[src/rtl/mdio_pkg.sv]
package mdio_pkg;

    localparam int PRE_BITS   = 32;
    localparam int CMD_BITS   = 32;
    localparam int FRAME_BITS = PRE_BITS + CMD_BITS;
    localparam int IDX_W      = $clog2(FRAME_BITS);
    localparam int DATA_BITS  = 16;
    localparam int TA_BITS    = 2;
    localparam int DRIVE_BITS = FRAME_BITS - DATA_BITS - TA_BITS;

    localparam logic [1:0] OPC_READ  = 2'b10;
    localparam logic [1:0] OPC_WRITE = 2'b01;

    typedef struct packed {
        logic [1:0]           st;
        logic [1:0]           opc;
        logic [4:0]           phy;
        logic [4:0]           regn;
        logic [TA_BITS-1:0]   ta;
        logic [DATA_BITS-1:0] wdata;
    } mdio_cmd_t;

    typedef enum logic [1:0] {
        RA_CMD   = 2'd0,
        RA_EVENT = 2'd1,
        RA_DIV   = 2'd2,
        RA_STAT  = 2'd3
    } reg_sel_e;

    function automatic logic cmd_is_read(input mdio_cmd_t c);
        return c.opc == OPC_READ;
    endfunction

    function automatic logic [FRAME_BITS-1:0] build_frame(input mdio_cmd_t c);
        return {{PRE_BITS{1'b1}}, c};
    endfunction

endpackage

[src/rtl/mdio_mdc_gen.sv]
module mdio_mdc_gen #(
    parameter int DIV_W = 6
) (
    input  logic             clk,
    input  logic             rst,
    input  logic             load,
    input  logic [DIV_W-1:0] div,
    input  logic             run,
    output logic             mdc,
    output logic             rise_p,
    output logic             fall_p
);
    logic [DIV_W-1:0] div_q;
    logic [DIV_W-1:0] cnt_q;
    logic             mdc_q;
    logic             tick;

    assign tick   = run && ({1'b0, cnt_q} + 1'b1 >= {1'b0, div_q});
    assign rise_p = tick && !mdc_q;
    assign fall_p = tick && mdc_q;
    assign mdc    = mdc_q;

    always_ff @(posedge clk) begin
        if (rst) begin
            div_q <= '0;
            cnt_q <= '0;
            mdc_q <= 1'b0;
        end else begin
            if (load) begin
                div_q <= div;
            end
            if (!run) begin
                cnt_q <= '0;
                mdc_q <= 1'b0;
            end else if (tick) begin
                cnt_q <= '0;
                mdc_q <= ~mdc_q;
            end else begin
                cnt_q <= cnt_q + 1'b1;
            end
        end
    end

    a_r4_no_tick_on_zero: assert property (@(posedge clk) disable iff (rst)
        (run && div_q == '0) |-> !tick);

endmodule

[src/rtl/mdio_frame_engine.sv]
module mdio_frame_engine
    import mdio_pkg::*;
(
    input  logic                 clk,
    input  logic                 rst,
    input  logic                 start,
    input  mdio_cmd_t            cmd,
    input  logic                 mdc,
    input  logic                 rise_p,
    input  logic                 fall_p,
    input  logic                 mdio_i,
    output logic                 busy,
    output logic                 done,
    output logic                 mdo,
    output logic                 oe,
    output logic [DATA_BITS-1:0] result
);
    logic [FRAME_BITS-1:0] shift_q;
    logic [IDX_W-1:0]      idx_q;
    logic                  busy_q;
    logic                  rd_q;
    logic [DATA_BITS-1:0]  cap_q;
    logic [DATA_BITS-1:0]  wdat_q;
    logic                  last_bit;
    logic                  in_data;

    assign last_bit = (idx_q == IDX_W'(FRAME_BITS - 1));
    assign in_data  = (idx_q >= IDX_W'(FRAME_BITS - DATA_BITS));
    assign done     = busy_q && fall_p && last_bit;
    assign busy     = busy_q;
    assign mdo      = busy_q & shift_q[FRAME_BITS-1];
    assign oe       = busy_q && (!rd_q || (idx_q < IDX_W'(DRIVE_BITS)));
    assign result   = rd_q ? cap_q : wdat_q;

    always_ff @(posedge clk) begin
        if (rst) begin
            shift_q <= '0;
            idx_q   <= '0;
            busy_q  <= 1'b0;
            rd_q    <= 1'b0;
            cap_q   <= '0;
            wdat_q  <= '0;
        end else if (start && !busy_q) begin
            shift_q <= build_frame(cmd);
            idx_q   <= '0;
            busy_q  <= 1'b1;
            rd_q    <= cmd_is_read(cmd);
            wdat_q  <= cmd.wdata;
            cap_q   <= '0;
        end else if (busy_q) begin
            if (rise_p && rd_q && in_data) begin
                cap_q <= {cap_q[DATA_BITS-2:0], mdio_i};
            end
            if (fall_p) begin
                if (last_bit) begin
                    busy_q <= 1'b0;
                end else begin
                    shift_q <= {shift_q[FRAME_BITS-2:0], 1'b0};
                    idx_q   <= idx_q + 1'b1;
                end
            end
        end
    end

    a_r9_mdo_on_fall: assert property (@(posedge clk) disable iff (rst)
        (busy && $past(busy) && !$stable(mdo)) |-> $fell(mdc));

    a_r3_oe_on_fall: assert property (@(posedge clk) disable iff (rst)
        (busy && $past(busy) && $fell(oe)) |-> $fell(mdc));

    a_r7_no_start_busy: assert property (@(posedge clk) disable iff (rst)
        busy |-> !start);

endmodule

[src/rtl/mdio_csr.sv]
module mdio_csr
    import mdio_pkg::*;
#(
    parameter int DIV_W = 6
) (
    input  logic                 clk,
    input  logic                 rst,
    input  logic                 reg_we,
    input  logic [1:0]           reg_addr,
    input  logic [31:0]          reg_wdata,
    output logic [31:0]          reg_rdata,
    input  logic                 busy,
    input  logic                 done,
    input  logic [DATA_BITS-1:0] result,
    output logic                 start,
    output mdio_cmd_t            cmd,
    output logic [DIV_W-1:0]     div
);
    logic [DIV_W-1:0]     div_q;
    logic                 evt_q;
    logic [DATA_BITS-1:0] data_q;
    reg_sel_e             sel;

    assign sel   = reg_sel_e'(reg_addr);
    assign cmd   = mdio_cmd_t'(reg_wdata);
    assign div   = div_q;
    assign start = reg_we && (sel == RA_CMD) && !busy && (div_q != '0);

    always_ff @(posedge clk) begin
        if (rst) begin
            div_q  <= '0;
            evt_q  <= 1'b0;
            data_q <= '0;
        end else begin
            if (reg_we && sel == RA_DIV) begin
                div_q <= reg_wdata[DIV_W:1];
            end
            if (done) begin
                evt_q <= 1'b1;
            end else if (reg_we && sel == RA_EVENT && reg_wdata[0]) begin
                evt_q <= 1'b0;
            end
            if (done) begin
                data_q <= result;
            end
        end
    end

    always_comb begin
        reg_rdata = '0;
        unique case (sel)
            RA_CMD:   reg_rdata[DATA_BITS-1:0] = data_q;
            RA_EVENT: reg_rdata[0]             = evt_q;
            RA_DIV:   reg_rdata[DIV_W:1]       = div_q;
            RA_STAT:  reg_rdata[0]             = busy;
            default:  reg_rdata                = '0;
        endcase
    end

    a_r6_event_on_end: assert property (@(posedge clk) disable iff (rst)
        $fell(busy) |-> evt_q);

    a_r8_no_frame_div0: assert property (@(posedge clk) disable iff (rst)
        (div_q == '0 && !busy) |=> !busy);

endmodule

[src/rtl/mdio_master.sv]
module mdio_master
    import mdio_pkg::*;
#(
    parameter int DIV_W = 6
) (
    input  logic        clk,
    input  logic        rst,
    input  logic        reg_we,
    input  logic [1:0]  reg_addr,
    input  logic [31:0] reg_wdata,
    output logic [31:0] reg_rdata,
    output logic        mdc,
    input  logic        mdio_i,
    output logic        mdio_o,
    output logic        mdio_oe
);
    logic                 start;
    mdio_cmd_t            cmd;
    logic [DIV_W-1:0]     div;
    logic                 busy;
    logic                 done;
    logic [DATA_BITS-1:0] result;
    logic                 rise_p;
    logic                 fall_p;

    mdio_csr #(.DIV_W(DIV_W)) csr_i (
        .clk       (clk),
        .rst       (rst),
        .reg_we    (reg_we),
        .reg_addr  (reg_addr),
        .reg_wdata (reg_wdata),
        .reg_rdata (reg_rdata),
        .busy      (busy),
        .done      (done),
        .result    (result),
        .start     (start),
        .cmd       (cmd),
        .div       (div)
    );

    mdio_mdc_gen #(.DIV_W(DIV_W)) clk_i (
        .clk    (clk),
        .rst    (rst),
        .load   (start),
        .div    (div),
        .run    (busy),
        .mdc    (mdc),
        .rise_p (rise_p),
        .fall_p (fall_p)
    );

    mdio_frame_engine eng_i (
        .clk    (clk),
        .rst    (rst),
        .start  (start),
        .cmd    (cmd),
        .mdc    (mdc),
        .rise_p (rise_p),
        .fall_p (fall_p),
        .mdio_i (mdio_i),
        .busy   (busy),
        .done   (done),
        .mdo    (mdio_o),
        .oe     (mdio_oe),
        .result (result)
    );

    a_r4_mdc_idle_low: assert property (@(posedge clk) disable iff (rst)
        !busy |-> !mdc);

endmodule

[config.mk]
export PLATFORM = sky130hd
export DESIGN_NAME = mdio_master
export DESIGN_NICKNAME = d
export VERILOG_FILES = /design/src/rtl/mdio_pkg.sv /design/src/rtl/mdio_mdc_gen.sv /design/src/rtl/mdio_frame_engine.sv /design/src/rtl/mdio_csr.sv /design/src/rtl/mdio_master.sv
export SDC_FILE = /design/constraint.sdc
export NUM_CORES = 1
export LEC_CHECK = 0
export BUFFER_PORTS_ARGS = -buffer_cell sky130_fd_sc_hd__buf_2
export CORE_MARGIN = 1
export CORE_UTILIZATION = 38
export CTS_BUF_LIST = sky130_fd_sc_hd__clkbuf_16
export DETAILED_ROUTE_END_ITERATION = 12
export PLACE_DENSITY_LB_ADDON = 0.15
export SYNTH_ARGS = -nofsm -noshare
export SYNTH_HDL_FRONTEND = slang
export SYNTH_HIERARCHICAL = 1
export SYNTH_SLANG_ARGS = --single-unit
[constraint.sdc]
create_clock -name clk -period 4.3 [get_ports clk]
set_input_delay 0.86 -clock clk [delete_from_list [all_inputs] [get_ports clk]]
set_output_delay 0.86 -clock clk [all_outputs]
set_load 0.1 [all_outputs]
; Word-level counts from Yosys, hierarchy flattened
; Cells that the tools add are included.
[op_classes]
add_sub_neg = 3
n_lt_le_gt_ge = 3
eq_ne = 6
mux = 14
n_bitwise = 4
n_reduce_logical = 30
[ops]
columns = op, count
row1 = 64-bit two-way mux, 4
row2 = 16-bit two-way mux, 1
row3 = 1-bit logical AND, 15
row4 = 6-bit by 1-bit adder with 6-bit output (second input constant), 2
row5 = 6-bit case mux with 2 select lines, 1
row6 = 9-bit two-way mux, 1
row7 = 6-bit by 1-bit adder with 7-bit output (second input constant), 1
row8 = 7-bit by 6-bit >= comparator with 1-bit output, 1
row9 = 2-bit == test (second input constant), 3
row10 = 6-bit == test (second input constant), 1
row11 = 6-bit >= comparator (second input constant), 1
row12 = 6-bit less-than comparator (second input constant), 1
row13 = 1-bit two-way mux, 6
row14 = 3-bit AND reduction, 2
row15 = 2-bit nonzero test, 3
row16 = 6-bit nonzero test, 1
row17 = 2-bit OR reduction, 2
row18 = 1-bit logical NOT, 3
row19 = 1-bit inverter, 3
row20 = 1-bit case mux with 3 select lines, 1
row21 = 3-bit OR reduction, 1
row22 = 2-bit by 1-bit == test with 1-bit output (second input constant), 1
row23 = 2-bit logical NOT, 1
row24 = 2-bit inequality test (second input constant), 1
row25 = 3 further kinds, 3
[totals]
regBits = 140
output_inout_bits = 35
elab_cells = 72

; Longest topological paths before layout
[depth]
depth_word = 7
depth_mapped = 14
depth_no_buf = 12

; Hierarchy
; The synthesis kept the hierarchy.
[by_module_without_submodules]
columns = mod, n_inst, cells_each, area_per_inst_um2, seq_area_each_um2
row1 = mdio_frame_engine, 1, 512, 4152.7, 2082.0
row2 = mdio_csr, 1, 163, 1458.9, 460.4
row3 = mdio_mdc_gen, 1, 73, 688.2, 260.2

; Worst setup path after synthesis
; OpenSTA, ideal clock, no wires.
[synth_path]
kind = input -> output
start = input port reg_addr[1]
end = output port reg_rdata[6]
t_arrival_ps = 2353
required_time_ps = 3440
path_slack_ps = 1087
path_stages = 3
cell_sequence = buf_6 > mux2i_1 > nor2_1
[synth_between]
elab_chain_cells = 2
word_cells_on_any_way = 3
classes_between = 1 x eq/ne / 1 x mux / 1 x reduce/logical
[synth_lines]
columns = element, line_no
row1 = from (decl), mdio_master.sv:9  ; input logic [1:0] reg_addr,
row2 = 2-bit == test / 2-bit logical NOT (equally long branches), mdio_csr.sv:51  ; unique case (sel)
row3 = 6-bit case mux with 2 select lines *, mdio_csr.sv:51
row4 = to (decl), mdio_master.sv:11  ; output logic [31:0] reg_rdata,
; Every way passes the cells marked *; elsewhere a longest branch is shown, timed or not.

; Final worst setup path
[layout_path]
start = register clk_i.cnt_q[0]
end = register eng_i.shift_q[34]
[layout_between]
elab_chain_cells = 6
[layout_lines]
columns = element, line_no
row1 = from (decl), mdio_mdc_gen.sv:14  ; logic [DIV_W-1:0] cnt_q;
row2 = from (signal assigned), mdio_mdc_gen.sv:39  ; cnt_q <= cnt_q + 1'b1;
row3 = 6-bit by 1-bit adder with 7-bit output, mdio_mdc_gen.sv:18  ; assign tick = run && ({1'b0, cnt_q} + 1'b1 >= {1'b0, div_q});
row4 = 7-bit by 6-bit >= comparator with 1-bit output, mdio_mdc_gen.sv:18
row5 = 1-bit logical AND, mdio_mdc_gen.sv:18
row6 = 1-bit logical AND, mdio_mdc_gen.sv:20  ; assign fall_p = tick && mdc_q;
row7 = via fall_p, mdio_master.sv:24  ; logic fall_p;
row8 = 2-bit nonzero test (no line), --
row9 = 3-bit AND reduction (no line), --
row10 = to (signal assigned), mdio_frame_engine.sv:44  ; shift_q <= build_frame(cmd);
row11 = to (signal assigned), mdio_frame_engine.sv:58  ; shift_q <= {shift_q[FRAME_BITS-2:0], 1'b0};
row12 = to (decl), mdio_frame_engine.sv:18  ; logic [FRAME_BITS-1:0] shift_q;
; The timed path passes the listed nets, and every way through them passes these cells.
; A chain may end at the register's enable or synchronous reset.

==> parameters.txt <==
Parameter                              Value

Logic synthesis
  Most used flip-flop cell after synthesis ... sky130_fd_sc_hd__dfxtp_1
  Post-synthesis cell type with the largest combined area ... sky130_fd_sc_hd__dfxtp_1
  Cells after Synth ... 748
  Synth async-reset ratio ... 0%
  Yosys warns ... 6
  Fraction of the yosys area taken by sequential cells ... 44.5%
  Top-area cell type share of the netlist area ... 44.5%
  Number of unique standard cell types used by synthesis ... 47
  Avg Synthesized Cell Area ... 8.42 sq um
  Number of enable flip-flop cells after synthesis ... 0
  Post-synthesis instance area ... between 0.006 and 0.007 sq mm
  Seq cells post-synth ... between 100 and 150
  Top cells by area in the synthesized netlist ... sky130_fd_sc_hd__dfxtp_1 44%, sky130_fd_sc_hd__a21oi_1 11%, sky130_fd_sc_hd__nand2_1 7.3%

Placement
  Half-perimeter wire length of the detailed placement result ... 8630 um
  GPL Wtd Cong ... 0.790
  Worst setup timing slack at the placement stage ... 0.946 ns
  Count of input and output buffers ... 56

Floorplanning
  DIE HEIGHT ... 131 um
  Die area ... 0.0171 sq mm
  Placeable core region ... about 0.016 sq mm
  Initial Util ... 39.2%
  Number of top-level pins ... 73
  Number of placement rows ... 46
  Die W ... ~130 um

Clocking
  Maximum number of buffers from clock root to sink ... 2
  Later-pin clock latency in the skew report ... 0.41 ns
  Inserted Clock Buffers ... 17
  Cell at the root of the clock tree ... sky130_fd_sc_hd__clkbuf_16
  Post-CTS resize count ... 0
  CTS clock-pin slew for the worst setup and hold paths ... 0.05 ns
  Clock sink count ... between 100 and 150
  Setup bufs post-CTS ... 0
  CTS tree ... yes
  Cts hold-fix bufs ... 0
  H-tree depth reported by CTS ... 4

Timing
  Final Critical Period ... 3.36 ns
  Count of endpoints failing hold in the final timing report ... 0
  Clk_skew ... 0.00599 ns
  Worst-Margin Slew ... about 0.96 ns
  Setup repair after global routing missed its margin ... no
  Max-slew violation total from the final report ... 0
  Headroom to the max-slew limit ... between 30% and 40%
  Max Freq ... about 300 MHz
  Post-layout worst setup margin ... about 0.94 ns
  Number of setup violations in the final report ... 0
  Final period utilization ... 78.1%
  Final TNS setup ... 0 ns

Layout
  Synth-to-layout area growth ... 11.5%
  Layout cells sized above 1 ... approximately 16%
  Area of the multi-input gates ... 0.00292 sq mm
  Area taken by flip-flops and latches ... 0.00280 sq mm
  Net count of the finished layout ... 795
  Number of antenna cells inserted ... 0
  Number of fill cells ... 1,622

Detailed routing
  Via total after detailed routing ... 4,839
  Count of antenna-violating nets left after detailed routing ... 0
  Number of remaining DRC errors ... 0
  Routed wire length ... 13,100 um
  Drt wl/cell ... 13.4 um
  DRC marker count from the first detailed-route iteration ... around 270
  Via density ... 4.96
  Drt pass-1 iters ... 7

Job
  Max Cap Viol ... 0

Global route
  First-pass GRT wire length ... approximately 22,000 um
  Maximum number of pins on one net before global-route repair ... 69
  Number of antenna violations at the first check in global routing ... 0
  Total global routing overflow ... 0
  Gr usage total ... 16.3%
  Vias in the first global route ... 4,430

Power and ir drop
  Leakage power of the design ... 0.00257 uW
  Peak VDD IR ... roughly 0.28 mV
  Pwr Density ... between 400 and 500 mW/mm^2

Worst hold path
  Number of stages on the worst hold path ... 2
  Tightest Hold Check Type ... flop to flop

Status
  Outcome ... finished, final reports clean

Worst setup path
  Data arrival at the endpoint of the critical path ... 3.69 ns
  Category of the critical setup timing path ... flop to flop
  Worst Reg2Reg Path Length in Cells ... 13
  Category of the worst setup path capture point ... flop
  Category of the worst setup path launch point ... flop
  Largest fanout on the critical path ... 34
  Worst path required time ... around 4.6 ns
placed cells by master (no fill, tap or decap), types with 2 or more instances in the layout:
cell	n
sky130_fd_sc_hd__nand2_1	122
sky130_fd_sc_hd__and2_1	11
sky130_fd_sc_hd__buf_12	2
sky130_fd_sc_hd__mux2i_1	35
sky130_fd_sc_hd__bufinv_16	4
sky130_fd_sc_hd__nand3_2	3
sky130_fd_sc_hd__nor2b_1	6
sky130_fd_sc_hd__mux2_2	17
sky130_fd_sc_hd__nor2_1	53
sky130_fd_sc_hd__xnor2_1	4
sky130_fd_sc_hd__a21oi_1	134
sky130_fd_sc_hd__nand2b_1	14
sky130_fd_sc_hd__and3_1	4
sky130_fd_sc_hd__buf_4	13
sky130_fd_sc_hd__dfxtp_1	140
sky130_fd_sc_hd__a22oi_1	14
sky130_fd_sc_hd__a21o_1	2
sky130_fd_sc_hd__nand3_1	20
sky130_fd_sc_hd__inv_1	10
sky130_fd_sc_hd__clkinv_2	2
sky130_fd_sc_hd__nor3_1	2
sky130_fd_sc_hd__buf_2	55
sky130_fd_sc_hd__a211oi_1	18
sky130_fd_sc_hd__nand4_1	3
sky130_fd_sc_hd__conb_1	16
sky130_fd_sc_hd__clkbuf_16	17
sky130_fd_sc_hd__clkinv_1	7
sky130_fd_sc_hd__ha_1	8
registers in the layout, indices dropped and copies added, names as in the netlist:
| signal | flops |
|---|---|
| eng_i/shift_q | 64 |
| csr_i/data_q | 16 |
| eng_i/cap_q | 16 |
| eng_i/wdat_q | 16 |
| clk_i/cnt_q | 6 |
| clk_i/div_q | 6 |
| csr_i/div | 6 |
| eng_i/idx_q | 6 |
| clk_i/mdc | 1 |
| csr_i/evt_q | 1 |
| eng_i/busy | 1 |
| eng_i/rd_q | 1 |
cell type report:
type / instances / area share [%]
Tap cell: 216 / 3.85
Multi-Input combinational cell: 510 / 41.6
Timing Repair Buffer: 70 / 5.88
Clock buffer: 17 / 6.06
Clock inverter: 13 / 2.23
Sequential cell: 140 / 39.9
Inverter: 10 / 0.534
path summary, 6_finish.rpt:
check	from	end	slack, ns
worst max-delay path	clk_i/cnt_q[0]	eng_i/shift_q[34]	0.94
worst min-delay path	eng_i/shift_q[63]	eng_i/shift_q[63]	0.45
worst max register to register	clk_i/cnt_q[0]	eng_i/shift_q[34]	0.94
worst min register to register	eng_i/shift_q[63]	eng_i/shift_q[63]	0.45
report_power, final:
part | internal, uW | switching [uW]
clock network | 946 | 512
registers | 1320 | 15.4
logic | 47.1 | 141
total | 2320 | 668
routing by layer:
metal  routed length (um)  track usage (%)
met2                 5980             25.1
met1                 6460             21.9
met5                    0                0
met4                  110             6.29
met3                  561             4.19
kinds of logic (layout without fill, tap and decap cells):
kind of cell               Yosys count  after routing  synth area share, %
buffers and inverters              113            110                 10.4
AOI/OAI and AO/OA                  178            178                 15.8
and+or+nand+nor                    250            250                 18.0
xor gates and xnor gates             6              6                0.953
other                                1             16               0.0595
adders and majority gates            8              8                 1.59
DFF                                140            140                 44.5
muxes                               52             52                 8.60
stage by stage:
stage	cells	hold WS (ns)	power [uW]	utilization (%)	cell area, sq um
2_1_floorplan	763	0.427	1540	-	6360
3_3_place_gp	946	0.438	1550	40.1	6440
3_5_place_dp	946	0.445	1560	40.1	6440
4_1_cts	976	0.451	3020	43.7	7020
5_1_grt	976	0.468	3100	43.7	7020
6_report	976	0.447	2980	43.7	7020
Yosys cell counts (15+ instances only):
cell type                  number
sky130_fd_sc_hd__a211oi_1      18
sky130_fd_sc_hd__dfxtp_1      140
sky130_fd_sc_hd__mux2i_1       35
sky130_fd_sc_hd__buf_4         51
sky130_fd_sc_hd__a21oi_1      135
sky130_fd_sc_hd__buf_2         20
sky130_fd_sc_hd__clkbuf_1      22
sky130_fd_sc_hd__nand2_1      122
sky130_fd_sc_hd__nor2_1        53
sky130_fd_sc_hd__nand2b_1      15
sky130_fd_sc_hd__nand3_1       20
sky130_fd_sc_hd__mux2_2        17
worst max-delay path, cell delays in order (launching register included):
cell	delay, ns
sky130_fd_sc_hd__dfxtp_1	0.36
sky130_fd_sc_hd__ha_1	0.25
sky130_fd_sc_hd__xor2_1	0.17
sky130_fd_sc_hd__ha_1	0.31
sky130_fd_sc_hd__nand2_1	0.05
sky130_fd_sc_hd__o21ai_0	0.19
sky130_fd_sc_hd__nand4_1	0.20
sky130_fd_sc_hd__nand3_2	0.13
sky130_fd_sc_hd__and3_1	0.18
sky130_fd_sc_hd__nand2_1	0.11
sky130_fd_sc_hd__a21oi_4	0.76
sky130_fd_sc_hd__buf_4	0.33
sky130_fd_sc_hd__a21oi_1	0.09
sky130_fd_sc_hd__a21oi_1	0.14
No activity file was read; power rests on OpenSTA's default activity.
